<file path="src/rtl/uart_fifo_pkg.sv">
package uart_fifo_pkg;

    // Receive threshold in bytes for a 2-bit code.
    function automatic int rx_thr(input logic [1:0] code, input int depth);
        case (code)
            2'd0:    return 1;
            2'd1:    return depth / 4;
            2'd2:    return depth / 2;
            default: return depth - 2;
        endcase
    endfunction

    // Transmit threshold in bytes for a 2-bit code.
    function automatic int tx_thr(input logic [1:0] code, input int depth);
        case (code)
            2'd0:    return 0;
            2'd1:    return 2;
            2'd2:    return depth / 4;
            default: return depth / 2;
        endcase
    endfunction

endpackage

</file>
<file path="src/rtl/ufq_fifo.sv">
module ufq_fifo #(
    parameter int DW    = 8,
    parameter int DEPTH = 32,
    localparam int AW   = $clog2(DEPTH),
    localparam int LW   = $clog2(DEPTH + 1)
) (
    input  logic          clk,
    input  logic          rst_n,
    input  logic          push,
    input  logic [DW-1:0] wdata,
    input  logic          pop,
    output logic [DW-1:0] rdata,
    output logic [LW-1:0] level,
    output logic          full,
    output logic          empty
);
    typedef struct packed {
        logic [DEPTH-1:0][DW-1:0] mem;
        logic [AW-1:0]            wr;
        logic [AW-1:0]            rd;
        logic [LW-1:0]            lvl;
    } state_t;

    state_t st_d, st_q;
    logic   push_ok, pop_ok;

    function automatic logic [AW-1:0] bump(input logic [AW-1:0] p);
        return (p == AW'(DEPTH - 1)) ? '0 : p + 1'b1;
    endfunction

    always_comb begin
        st_d    = st_q;
        push_ok = push && (st_q.lvl != LW'(DEPTH));
        pop_ok  = pop && (st_q.lvl != '0);
        if (push_ok) begin
            st_d.mem[st_q.wr] = wdata;
            st_d.wr           = bump(st_q.wr);
        end
        if (pop_ok) begin
            st_d.rd = bump(st_q.rd);
        end
        case ({push_ok, pop_ok})
            2'b10:   st_d.lvl = st_q.lvl + 1'b1;
            2'b01:   st_d.lvl = st_q.lvl - 1'b1;
            default: st_d.lvl = st_q.lvl;
        endcase
    end

    always_ff @(posedge clk or negedge rst_n) begin
        if (!rst_n) st_q <= '0;
        else        st_q <= st_d;
    end

    assign rdata = st_q.mem[st_q.rd];
    assign level = st_q.lvl;
    assign full  = (st_q.lvl == LW'(DEPTH));
    assign empty = (st_q.lvl == '0);

    p_level_cap_r1: assert property (@(posedge clk) disable iff (!rst_n)
        st_q.lvl <= LW'(DEPTH));

    p_empty_pop_r1: assert property (@(posedge clk) disable iff (!rst_n)
        (pop && empty && !push) |=> (level == '0));

    p_full_drop_r2: assert property (@(posedge clk) disable iff (!rst_n)
        (push && full && pop) |=> (level == LW'(DEPTH - 1)));

endmodule

</file>
<file path="src/rtl/ufq_rx_timer.sv">
module ufq_rx_timer #(
    parameter int CTW      = 16,
    parameter int TO_CHARS = 4,
    localparam int CW      = CTW + $clog2(TO_CHARS + 1)
) (
    input  logic           clk,
    input  logic           rst_n,
    input  logic           empty,
    input  logic           activity,
    input  logic           baud_tick,
    input  logic [CTW-1:0] char_ticks,
    output logic           tmo
);
    typedef struct packed {
        logic [CW-1:0] cnt;
        logic          tmo;
    } tstate_t;

    tstate_t ts_d, ts_q;
    logic [CW-1:0] limit;
    logic [CW-1:0] cnt_inc;

    assign limit   = CW'(char_ticks) * CW'(TO_CHARS);
    assign cnt_inc = ts_q.cnt + 1'b1;

    always_comb begin
        ts_d = ts_q;
        if (activity || empty) begin
            ts_d.cnt = '0;
            ts_d.tmo = 1'b0;
        end else if (baud_tick && !ts_q.tmo) begin
            ts_d.cnt = cnt_inc;
            if (cnt_inc >= limit) ts_d.tmo = 1'b1;
        end
    end

    always_ff @(posedge clk or negedge rst_n) begin
        if (!rst_n) ts_q <= '0;
        else        ts_q <= ts_d;
    end

    assign tmo = ts_q.tmo;

    p_tmo_needs_data_r7: assert property (@(posedge clk) disable iff (!rst_n)
        tmo |-> !empty);

    p_activity_clears_r8: assert property (@(posedge clk) disable iff (!rst_n)
        activity |=> !tmo);

endmodule

</file>
<file path="src/rtl/uart_fifo_irq.sv">
module uart_fifo_irq
    import uart_fifo_pkg::*;
#(
    parameter int DW       = 8,
    parameter int DEPTH    = 32,
    parameter int CTW      = 16,
    parameter int TO_CHARS = 4,
    localparam int LW      = $clog2(DEPTH + 1)
) (
    input  logic           clk,
    input  logic           rst_n,
    input  logic           rx_push,
    input  logic [DW-1:0]  rx_wdata,
    input  logic           rx_pop,
    output logic [DW-1:0]  rx_rdata,
    output logic [LW-1:0]  rx_level,
    output logic           rx_empty,
    input  logic           tx_push,
    input  logic [DW-1:0]  tx_wdata,
    input  logic           tx_pop,
    output logic [DW-1:0]  tx_rdata,
    output logic [LW-1:0]  tx_level,
    output logic           tx_full,
    output logic           tx_empty,
    input  logic [1:0]     rx_trig_code,
    input  logic [1:0]     tx_trig_code,
    input  logic           baud_tick,
    input  logic [CTW-1:0] char_ticks,
    input  logic           ovr_clear,
    output logic           rx_irq,
    output logic           tx_irq,
    output logic           rx_tmo,
    output logic           ovr_flag
);
    typedef struct packed {
        logic [1:0] rx_code;
        logic [1:0] tx_code;
        logic       ovr;
    } cstate_t;

    cstate_t cs_d, cs_q;
    logic    rx_full;
    logic    rx_drop;
    logic    rx_act;
    logic [LW-1:0] rx_thr_w, tx_thr_w;

    ufq_fifo #(.DW(DW), .DEPTH(DEPTH)) u_rxq (
        .clk(clk), .rst_n(rst_n),
        .push(rx_push), .wdata(rx_wdata), .pop(rx_pop),
        .rdata(rx_rdata), .level(rx_level), .full(rx_full), .empty(rx_empty)
    );

    ufq_fifo #(.DW(DW), .DEPTH(DEPTH)) u_txq (
        .clk(clk), .rst_n(rst_n),
        .push(tx_push), .wdata(tx_wdata), .pop(tx_pop),
        .rdata(tx_rdata), .level(tx_level), .full(tx_full), .empty(tx_empty)
    );

    assign rx_drop = rx_push && rx_full;
    assign rx_act  = (rx_push && !rx_full) || (rx_pop && !rx_empty);

    ufq_rx_timer #(.CTW(CTW), .TO_CHARS(TO_CHARS)) u_tmr (
        .clk(clk), .rst_n(rst_n),
        .empty(rx_empty), .activity(rx_act),
        .baud_tick(baud_tick), .char_ticks(char_ticks),
        .tmo(rx_tmo)
    );

    always_comb begin
        cs_d         = cs_q;
        cs_d.rx_code = rx_trig_code;
        cs_d.tx_code = tx_trig_code;
        if (ovr_clear) cs_d.ovr = 1'b0;
        if (rx_drop)   cs_d.ovr = 1'b1;
    end

    always_ff @(posedge clk or negedge rst_n) begin
        if (!rst_n) cs_q <= '0;
        else        cs_q <= cs_d;
    end

    assign rx_thr_w = LW'(rx_thr(cs_q.rx_code, DEPTH));
    assign tx_thr_w = LW'(tx_thr(cs_q.tx_code, DEPTH));
    assign rx_irq   = (rx_level >= rx_thr_w) || rx_tmo;
    assign tx_irq   = (tx_level <= tx_thr_w);
    assign ovr_flag = cs_q.ovr;

    p_ovr_sticky_r6: assert property (@(posedge clk) disable iff (!rst_n)
        (ovr_flag && !ovr_clear) |=> ovr_flag);

    p_ovr_set_r6: assert property (@(posedge clk) disable iff (!rst_n)
        (rx_push && rx_full) |=> ovr_flag);

    p_tx_empty_irq_r4: assert property (@(posedge clk) disable iff (!rst_n)
        tx_empty |-> tx_irq);

    p_tmo_irq_r7: assert property (@(posedge clk) disable iff (!rst_n)
        rx_tmo |-> rx_irq);

    p_rx_one_byte_r3: assert property (@(posedge clk) disable iff (!rst_n)
        (cs_q.rx_code == 2'd0 && !rx_empty) |-> rx_irq);

endmodule

</file>
<file path="config.mk">
export PLATFORM = sky130hd
export DESIGN_NAME = uart_fifo_irq
export DESIGN_NICKNAME = d
export VERILOG_FILES = /design/src/rtl/uart_fifo_pkg.sv /design/src/rtl/ufq_fifo.sv /design/src/rtl/ufq_rx_timer.sv /design/src/rtl/uart_fifo_irq.sv
export SDC_FILE = /design/constraint.sdc
export NUM_CORES = 1
export LEC_CHECK = 0
export BUFFER_PORTS_ARGS = -buffer_cell sky130_fd_sc_hd__buf_4
export CAP_MARGIN = 10
export CORE_MARGIN = 5
export CORE_UTILIZATION = 63
export DETAILED_ROUTE_END_ITERATION = 7
export PLACE_DENSITY = 0.8
export SLEW_MARGIN = 20
export SYNTH_ARGS = -nofsm -noshare
export SYNTH_HDL_FRONTEND = slang
export SYNTH_SLANG_ARGS = --single-unit
export TNS_END_PERCENT = 10
</file>
<file path="constraint.sdc">
create_clock -name clk -period 3.4 [get_ports clk]
set_input_delay 0.51 -clock clk [delete_from_list [all_inputs] [get_ports clk]]
set_output_delay 0.51 -clock clk [all_outputs]
set_load 0.05 [all_outputs]
</file>
==> results of run 1 <==
## layout make-up
class,instances,area share (%)
multi-input combinational,1104,40.0
inverter,41,0.493
timing repair buffer,148,5.42
clock inverter,15,0.501
tap,585,2.35
sequential,569,45.7
clock buffer,91,5.53
## placed cells by master, fill, tap and decap left out, drive strengths merged, types with 4 or more instances in the layout
master	count
mux2	537
nor4	5
nor2b	4
o31ai	6
dlygate4sd3	5
and3	4
nor2	110
buf	140
inv	42
nor3	13
xnor2	20
nand2b	9
nand3b	6
xor2	22
or3	6
nand4	10
clkbuf	92
clkinv	11
nand3	28
dfrtp	569
o21ai	22
nand2	41
mux4	160
ha	50
a21oi	17
a21o	8
## cells by family (layout without fill, tap and decap cells)
logic type,count (synthesis),count (layout)
muxes,699,699
DFF,569,569
and+or+nand+nor,246,246
buffers and inverters,166,295
AOI/OAI and AO/OA,65,65
adders and majority gates,52,52
xor gates and xnor gates,42,42
## repair_timing
action | 4_1_cts | 5_1_grt
buffers inserted | 10 | 0
cloned | 9 | 1
gates resized for setup | 43 | 2
endpoints found under the hold margin | 67 | 0
setup endpoints to repair | 16 | 16
hold buffers | 5 | 0
## worst min-delay path by stage
stage / startpoint / to / cells past startpoint
floorplan: rst_n / cs_q[1]$_DFF_PN0_ / 0
global placement: u_txq.st_q[165]$_DFFE_PN0P_ / u_txq.st_q[165]$_DFFE_PN0P_ / 1
detailed placement: u_txq.st_q[231]$_DFFE_PN0P_ / u_txq.st_q[231]$_DFFE_PN0P_ / 1
CTS: ovr_clear / ovr_flag$_DFFE_PN0P_ / 2
global route: ovr_clear / ovr_flag$_DFFE_PN0P_ / 2
finish: ovr_clear / ovr_flag$_DFFE_PN0P_ / 2
## per-stage QoR
| step | cells | TNS (ns) |
|---|---|---|
| global route | 2553 | -1.93 |
| global placement | 2422 | 0 |
| detailed placement | 2422 | 0 |
| CTS | 2552 | -1.39 |
| floorplan | 1839 | 0 |
| finish | 2553 | -1.04 |
## per-layer routing
| layer | GRT usage (%) | part of all wire [%] | wire length, um |
|---|---|---|---|
| met3 | 4.13 | 4.5 | 2820 |
| met5 | 0 | 0 | 0 |
| met2 | 45.1 | 50 | 31300 |
| met1 | 36.7 | 42 | 26100 |
| met4 | 8.83 | 3.1 | 1950 |
## registers in the layout, indices dropped and copies added (netlist names)
| signal | count |
|---|---|
| cs_q | 4 |
| u_tmr.tmo | 1 |
| u_txq.level | 6 |
| ovr_flag | 1 |
| u_rxq.st_q | 266 |
| u_txq.st_q | 266 |
| u_tmr.ts_q | 19 |
| u_rxq.level | 6 |
## power groups by stage
| stage | clock network, mW | logic [mW] | registers [mW] |
|---|---|---|---|
| finish | 6.27 | 11.3 | 11.1 |
| global route | 6.66 | 12.0 | 11.4 |
| CTS | 6.39 | 11.2 | 11.1 |
| detailed placement | 0 | 10.4 | 11.1 |
| global placement | 0 | 10.1 | 11.0 |
| floorplan | 0 | 8.20 | 10.4 |
==> impl_metrics.csv, run 1 <==
group,metric,value,unit
detailed_routing,firstDrtPassIters,5,
timing,hold_viol_final,0,
yosys,async_flop_share,100,%
floorplan,coreArea,0.0431,mm2
yosys,ys_types,49,
floorplan,dieArea,0.0477,mm2
power_and_ir_drop,p_sw_share,33.3,%
clock_network,cts_tree,"built",
power_and_ir_drop,total_power,28.7,mW
power_and_ir_drop,max-vdd-ir-drop,1.41,mV
floorplan,die_y,218,um
power_and_ir_drop,power_frac_clock,21.8,%
yosys,yosysMostFrequentCell,"dfrtp_1",
power_and_ir_drop,p_switching,9.55,mW
power_and_ir_drop,p_int,19.1,mW
critical_path,cp_slowest_cell,"dfrtp_4",
timing,slew-limit-headroom,28.8,%
power_and_ir_drop,pwr_density_cell,920,mW/mm2
detailed_routing,route.detailed.drc,0,
yosys,yosysTopAreaCell,"dfrtp_1",
detailed_routing,detail-route-antenna-nets,0,
timing,skew,0.0198,ns
yosys,ys_seq_area_share,52.0,%
placement,pre_cts_slack,0.384,ns
timing,slew_violations,0,
status,outcome,"complete, but fails checks",
floorplan,fp.dieW,218,um
power_and_ir_drop,leakage,14.1,nW
layout,final_nets,2018,
timing,max_freq,286,MHz
critical_path,r2r_end,"u_rxq.level[5]$_DFFE_PN0P_",
yosys,synth_flop_cell,"dfrtp_1",
global_route,overflow,0,
layout,n_antenna_cell,0,
critical_path,r2r_setup_slack,0.37,ns
clock_network,cts_root_buffer,"clkbuf_16",
critical_path,cp-endpoint,"rx_rdata[7]",
placement,dp_hpwl,38.1,mm
critical_path,crit_family,"multiplexers",
placement,placed_cell_area,0.0287,mm2
status,violations,"negative setup slack",
clock_network,cts.sinks,569,
yosys,avgSynthCellArea,14.9,um2
critical_path,cp-start-kind,"flop",
critical_path,crit_cells,6,
yosys,synth_fa_ha_area_share,2.43,%
clock_network,clock_path_buffers,3,
critical_path,crit_path_max_fanout,6,
yosys,synth_common_cells,"dfrtp_1, mux2_2, mux4_2",
layout,register_area,0.0142,mm2
critical_path,crit_type,"reg -> out",
yosys,synth-xor-area-share,1.34,%
yosys,ys_seq_elements,569,
global_route,antenna_found_initial,1,
detailed_routing,postRouteWirelength,62.1,mm
global_route,grt_max_degree,85,
layout,drive_above_1_share,49.2,%
layout,syn_to_final_growth,14.0,%
yosys,syn_inst,1839,
global_route,grt_first_pass_wirelength,100,mm
critical_path,slowest_delay,0.51,ns
floorplan,initial_core_util,63.5,%
detailed_routing,via_count,16000,
critical_path,regToRegStartpoint,"u_rxq.level[1]$_DFFE_PN0P_",
job,drv_cap,0,
clock_network,clock_latency,0.62,ns
layout,post-route-util,72.4,%
critical_path,cp_num_buf_inv,3,
yosys,synth-simple-area-share,4.64,%
yosys,synthMuxAreaShare,35.5,%
placement,portBuffers,78,
critical_path,rr_worst_depth,10,
global_route,grt_pass1_vias,17500,
critical_path,crit_start,"u_rxq.st_q[6]$_DFFE_PN0P_",
yosys,synth_compound_area_share,1.49,%
timing,tightest_slew,1.06,ns
yosys,synth_top_family_by_area,"multiplexers",
clock_network,h-tree-depth,2,
yosys,yosys-top-cells-area,"dfrtp_1, mux2_2, mux4_2",
detailed_routing,initialDrtViolationCount,1084,
timing,rsz0062_at_grt,"true",
clock_network,path_clk_slew,0.06,ns
min_path,min_path_type,"in -> reg",
timing,setup_viol,16,
layout,fillers,2722,
detailed_routing,viasPerCell,6.25,
clock_network,numCtsBuffers,58,
critical_path,worst_setup_path_end_kind,"primary output",
global_route,grt_util_all_layers,26.9,%
layout,multi_input_area,0.0125,mm2
placement,gp_congestion,0.833,
yosys,yosysWarnings,0,
floorplan,rows,76,
yosys,synth-edff-count,0,
layout,design_area,0.0312,mm2
timing,finalCritPeriodShare,103,%
timing,fin_ws,-0.0910,ns
power_and_ir_drop,combPwrFrac,39.4,%
floorplan,io_pins,79,
critical_path,cp_cell_sequence,"buf_4 > bufbuf_16 > mux4_2 > mux4_2 > mux2_4 > buf_6",
detailed_routing,wl_per_cell,24.3,um
yosys,synthesis.nets,1935,
critical_path,crit_top_cell,"mux4_2",
critical_path,critPathRequiredTime,2.89,ns
timing,fin_hold_ws,0.0828,ns
yosys,syn_area,0.0274,mm2
yosys,yosysTopAreaCellShare,52.0,%
timing,period_needed,3.49,ns
power_and_ir_drop,pwr-share-seq,38.8,%
critical_path,crit_arrival,2.98,ns
(Power assumes the default switching activity.)
==> inputs of run 2 (changes only) <==
--- a/config.mk
+++ b/config.mk
@@ -7,10 +7,11 @@
 export LEC_CHECK = 0
 export BUFFER_PORTS_ARGS = -buffer_cell sky130_fd_sc_hd__buf_4
 export CAP_MARGIN = 10
-export CORE_MARGIN = 5
+export CORE_MARGIN = 4
 export CORE_UTILIZATION = 63
 export DETAILED_ROUTE_END_ITERATION = 7
 export PLACE_DENSITY = 0.8
+export RECOVER_POWER = 50
 export SLEW_MARGIN = 20
 export SYNTH_ARGS = -nofsm -noshare
 export SYNTH_HDL_FRONTEND = slang
==> impl_metrics.csv, run 2 (synthesis gave the netlist of run 1 again) <==
group,metric,value,unit
layout,fin_cells,2543,
timing,tightest_slew,1.94,ns
clock_network,numCtsBuffers,59,
placement,gp_congestion,0.839,
placement,dp_hpwl,37.6,mm
timing,rsz0062_at_grt,"true",
detailed_routing,firstDrtPassIters,5,
timing,period_needed,3.46,ns
layout,layout_commonest_cell,"dfrtp_1",
layout,fillers,2727,
critical_path,r2r_end,"u_rxq.level[5]$_DFFE_PN0P_",
layout,n_antenna_cell,0,
timing,slew_violations,285,
timing,hold_viol_final,0,
timing,skew,0.0316,ns
placement,placed_cell_area,0.0286,mm2
clock_network,clock_latency,0.63,ns
global_route,grt_util_all_layers,26.0,%
power_and_ir_drop,p_int,19.3,mW
global_route,grt_first_pass_wirelength,96.7,mm
detailed_routing,via_count,15700,
clock_network,cts_tree,"built",
timing,fin_ws,-0.0603,ns
placement,portBuffers,78,
critical_path,worst_setup_path_end_kind,"primary output",
layout,biggestRegsByFlops,"u_rxq.st_q: 266 flops, u_txq.st_q: 266 flops, u_tmr.ts_q: 19 flops",
floorplan,rows,76,
status,violations,"max-capacitance violations, max-slew violations, negative setup slack",
floorplan,io_pins,79,
floorplan,dieArea,0.0468,mm2
placement,pre_cts_slack,0.353,ns
clock_network,cts_root_buffer,"clkbuf_16",
detailed_routing,initialDrtViolationCount,972,
clock_network,h-tree-depth,2,
global_route,grt_pass1_vias,17100,
critical_path,crit_start,"u_rxq.st_q[6]$_DFFE_PN0P_",
timing,max_freq,289,MHz
detailed_routing,route.detailed.drc,0,
layout,drive_above_1_share,48.6,%
power_and_ir_drop,combPwrFrac,38.7,%
critical_path,crit_path_max_fanout,6,
global_route,grt_max_degree,90,
clock_network,cts.sinks,569,
detailed_routing,wl_met2,30.5,mm
layout,syn_to_final_growth,13.3,%
critical_path,r2r_setup_slack,0.28,ns
detailed_routing,met1_length,24.7,mm
detailed_routing,highest_layer,"met4",
layout,layout_common_cells,"dfrtp_1, mux2_2, mux4_2",
detailed_routing,wl_per_cell,23.2,um
min_path,min_path_type,"in -> reg",
status,outcome,"complete, but fails checks",
critical_path,crit_type,"reg -> out",
power_and_ir_drop,p_switching,9.45,mW
power_and_ir_drop,p_sw_share,32.9,%
detailed_routing,postRouteWirelength,59.0,mm
global_route,antenna_found_initial,0,
power_and_ir_drop,pwr-share-seq,38.6,%
layout,post-route-util,72.2,%
floorplan,initial_core_util,63.7,%
critical_path,cp-endpoint,"rx_rdata[1]",
layout,final_nets,2008,
power_and_ir_drop,leakage,14.0,nW
min_path,min-delay-start,"ovr_clear",
job,drv_cap,6,
floorplan,coreArea,0.0430,mm2
floorplan,die_y,216,um
critical_path,rr_worst_depth,9,
timing,fin_tns_setup,-0.537,ns
critical_path,regToRegStartpoint,"u_rxq.level[1]$_DFFE_PN0P_",
layout,design_area,0.0310,mm2
power_and_ir_drop,max-vdd-ir-drop,1.09,mV
timing,slew-limit-headroom,-29.4,%
critical_path,crit_arrival,2.95,ns
critical_path,cp-start-kind,"flop",
detailed_routing,viasPerCell,6.17,
floorplan,fp.dieW,216,um
timing,finalCritPeriodShare,102,%
clock_network,path_clk_slew,0.06,ns
power_and_ir_drop,pwr_density_cell,926,mW/mm2
clock_network,clock_path_buffers,3,
critical_path,critPathRequiredTime,2.89,ns
timing,setup_viol,13,
placement,dp.cells,2409,
detailed_routing,detail-route-antenna-nets,0,
power_and_ir_drop,power_frac_clock,22.7,%
global_route,overflow,0,
detailed_routing,route.met3.wl,2.30,mm
[run 2: worst max-delay path, stage by stage, from the launching register on]
cell	delay (ns)
dfrtp_4	0.48
buf_8	0.16
buf_12	0.14
mux4_2	0.53
mux4_2	0.52
mux2_4	0.32
buf_6	0.16
[run 2: worst min path at each step]
stage                                        endpoint  slack, ns  depth (start not counted)
after global routing             ovr_flag$_DFFE_PN0P_       0.06                          2
after floorplan                     cs_q[1]$_DFF_PN0_       0.21                          0
after detailed placement  u_txq.st_q[231]$_DFFE_PN0P_       0.48                          1
after global placement    u_txq.st_q[167]$_DFFE_PN0P_       0.47                          1
final                            ovr_flag$_DFFE_PN0P_       0.07                          2
after CTS                        ovr_flag$_DFFE_PN0P_       0.04                          2
[run 2: through the flow]
| stage | hold slack [ns] | power, mW |
|---|---|---|
| 2_1_floorplan | 0.214 | 18.6 |
| 3_3_place_gp | 0.467 | 20.9 |
| 3_5_place_dp | 0.475 | 21.5 |
| 4_1_cts | 0.0397 | 28.8 |
| 5_1_grt | 0.0642 | 30.1 |
| 6_report | 0.0714 | 28.7 |
[run 2: what timing repair did]
action / 4_1_cts / 5_1_grt
buffers inserted: 15 / 0
endpoints found under the hold margin: 79 / 0
pin swaps: 0 / 0
resized for setup: 48 / 4
setup endpoints to repair: 16 / 16
gates cloned: 7 / 1
hold buffers: 5 / 0
[run 2: layer usage]
metal	vias to the layer above	track usage, %
li1	6904	-
met1	8369	35.4
met2	315	45.0
met3	104	3.55
met4	0	7.17
met5	-	0
[run 2: final cells by class]
cell class              instances  area (um2)  area share [%]
multi-input cells            1104       12500            40.3
repair buffers                137        1420            4.58
clock inverters                16         203           0.653
well taps                     585         732            2.36
flip-flops and latches        569       14200            45.9
clock buffers                  91        1770            5.70
inverters                      41         154           0.496
[run 2: power by group through the flow]
stage	logic [mW]	clock network, mW	registers [mW]
6_report	11.1	6.52	11.1
5_1_grt	11.8	6.94	11.4
4_1_cts	11.1	6.63	11.0
3_5_place_dp	10.3	0	11.1
3_3_place_gp	9.98	0	10.9
2_1_floorplan	8.20	0	10.4
==> inputs of run 3 (changes only) <==
==> constraint.sdc (replaced) <==
create_clock -name clk -period 3.8 [get_ports clk]
set_input_delay 0.57 -clock clk [delete_from_list [all_inputs] [get_ports clk]]
set_output_delay 0.57 -clock clk [all_outputs]
set_load 0.05 [all_outputs]
==> impl_metrics.csv, run 3 (synthesis gave the netlist of run 1 again) <==
group,metric,value,unit
global_route,grt_pass1_vias,16600,
layout,fillers,2815,
detailed_routing,via_count,15600,
floorplan,io_pins,79,
global_route,antenna_found_initial,0,
critical_path,worst_setup_path_end_kind,"primary output",
clock_network,clock_latency,0.62,ns
layout,final_nets,1977,
min_path,min_path_type,"in -> reg",
layout,layout_common_cells,"dfrtp_1, mux2_2, mux4_2",
layout,syn_to_final_growth,11.2,%
global_route,grt_util_all_layers,25.6,%
layout,biggestRegsByFlops,"u_rxq.st_q: 266 flops, u_txq.st_q: 266 flops, u_tmr.ts_q: 19 flops",
critical_path,crit_arrival,3.08,ns
power_and_ir_drop,pwr_density_cell,820,mW/mm2
layout,n_antenna_cell,0,
detailed_routing,viasPerCell,6.21,
min_path,min-delay-start,"tx_trig_code[1]",
floorplan,die_y,216,um
layout,drive_above_1_share,48.2,%
min_path,min_path_cells,1,
clock_network,numCtsBuffers,58,
placement,placed_cell_area,0.0285,mm2
clock_network,path_clk_slew,0.06,ns
placement,portBuffers,78,
status,outcome,"complete, but fails checks",
job,drv_cap,1,
status,violations,"max-capacitance violations, max-slew violations",
critical_path,cp_cell_sequence,"buf_4 > mux4_2 > mux4_2 > mux2_2 > buf_4",
placement,gp_congestion,0.818,
critical_path,regToRegStartpoint,"u_txq.level[4]$_DFFE_PN0P_",
clock_network,cts_tree,"built",
critical_path,crit_path_max_fanout,12,
floorplan,rows,76,
timing,fin_tns_setup,0,ns
global_route,overflow,0,
critical_path,critPathRequiredTime,3.23,ns
timing,tightest_slew,2.72,ns
timing,fin_hold_ws,0.0936,ns
clock_network,cts_root_buffer,"clkbuf_16",
timing,slew-limit-headroom,-81.5,%
timing,period_needed,3.65,ns
layout,design_area,0.0305,mm2
timing,slew_violations,99,
clock_network,cts.sinks,569,
floorplan,dieArea,0.0468,mm2
timing,setup_viol,0,
min_path,worstHoldEndpoint,"cs_q[2]$_DFF_PN0_",
global_route,grt_first_pass_wirelength,94.8,mm
layout,layout_commonest_cell,"dfrtp_1",
detailed_routing,initialDrtViolationCount,1076,
critical_path,slowest_delay,0.63,ns
critical_path,rr_worst_depth,9,
detailed_routing,firstDrtPassIters,5,
floorplan,fp.dieW,216,um
clock_network,hold_buffers,0,
detailed_routing,route.detailed.drc,0,
timing,finalCritPeriodShare,96.2,%
detailed_routing,wl_per_cell,23.2,um
detailed_routing,detail-route-antenna-nets,0,
critical_path,r2r_end,"u_txq.level[5]$_DFFE_PN0P_",
critical_path,cp-start-kind,"flop",
power_and_ir_drop,leakage,13.7,nW
critical_path,crit_type,"reg -> out",
layout,post-route-util,70.8,%
clock_network,clock_path_buffers,3,
power_and_ir_drop,max-vdd-ir-drop,0.899,mV
placement,dp_hpwl,38.1,mm
timing,skew,0.0231,ns
global_route,grt_max_degree,104,
timing,max_freq,274,MHz
critical_path,r2r_setup_slack,0.58,ns
detailed_routing,postRouteWirelength,58.3,mm
clock_network,h-tree-depth,2,
timing,hold_viol_final,0,
floorplan,coreArea,0.0430,mm2
floorplan,initial_core_util,63.7,%
timing,rsz0062_at_grt,"false",
critical_path,cp_slowest_cell,"dfrtp_4",
-- run 3: changes by cell type in the layout (fill, tap and decap cells not counted), sizes merged, moves of 2 or more --
cell         change
buf             -20
clkbuf           -7
dlygate4sd3      -5
clkinvlp         +2
-- run 3: cell type report --
class	instances	area (um2)	area share [%]
flip-flops and latches	569	14200	46.8
multi-input cells	1104	12400	40.9
well taps	585	732	2.40
clock buffers	88	1750	5.73
repair buffers	107	951	3.12
clock inverters	16	179	0.588
inverters	41	154	0.505
-- run 3: repair_timing --
item | in CTS | in global routing
resized for setup | 0 | 0
setup endpoints to repair | 4 | 3
setup buffers | 1 | 5
hold endpoints to repair | 0 | 0
-- run 3: metal layers --
metal | part of all wire [%] | up-vias | global-route usage, %
met5 | 0 | - | 0
met4 | 2.3 | 0 | 6.49
met3 | 4.6 | 94 | 4.43
met2 | 50 | 344 | 42.2
met1 | 43 | 8324 | 36.1
li1 | - | 6816 | -
-- run 3: worst max-delay path by stage --
stage	startpoint	slack, ns	cells past startpoint	end
final	u_rxq.st_q[6]$_DFFE_PN0P_	0.15	5	rx_rdata[6]
after global routing	u_rxq.st_q[6]$_DFFE_PN0P_	0.04	5	rx_rdata[6]
after CTS	u_txq.st_q[6]$_DFFE_PN0P_	0.03	5	tx_rdata[3]
after detailed placement	u_tmr.ts_q[1]$_DFFE_PN0P_	0.53	9	u_tmr.tmo$_DFFE_PN0P_
after global placement	u_rxq.st_q[6]$_DFFE_PN0P_	0.68	5	rx_rdata[1]
after floorplan	u_rxq.level[1]$_DFFE_PN0P_	0.73	10	u_rxq.level[5]$_DFFE_PN0P_
-- run 3: report_power, final --
group,switching [mW],leakage (nW),internal (mW)
Sequential,1.64,7.37,8.39
Combinational,4.31,5.34,4.91
Clock,2.36,0.950,3.36
-- run 3: stage by stage --
step | setup WS, ns | power, mW | cells
finish | 0.145 | 25.0 | 2510
global route | 0.0367 | 26.2 | 2510
CTS | 0.0345 | 25.1 | 2505
detailed placement | 0.529 | 19.3 | 2400
global placement | 0.678 | 18.8 | 2400
floorplan | 0.726 | 16.6 | 1839
-- run 3: worst max-delay path, delay by kind of cell, from the launching register on --
kind     cells  cell delay (ns)
flops        1             0.63
mux          3             1.37
buf+inv      2             0.46
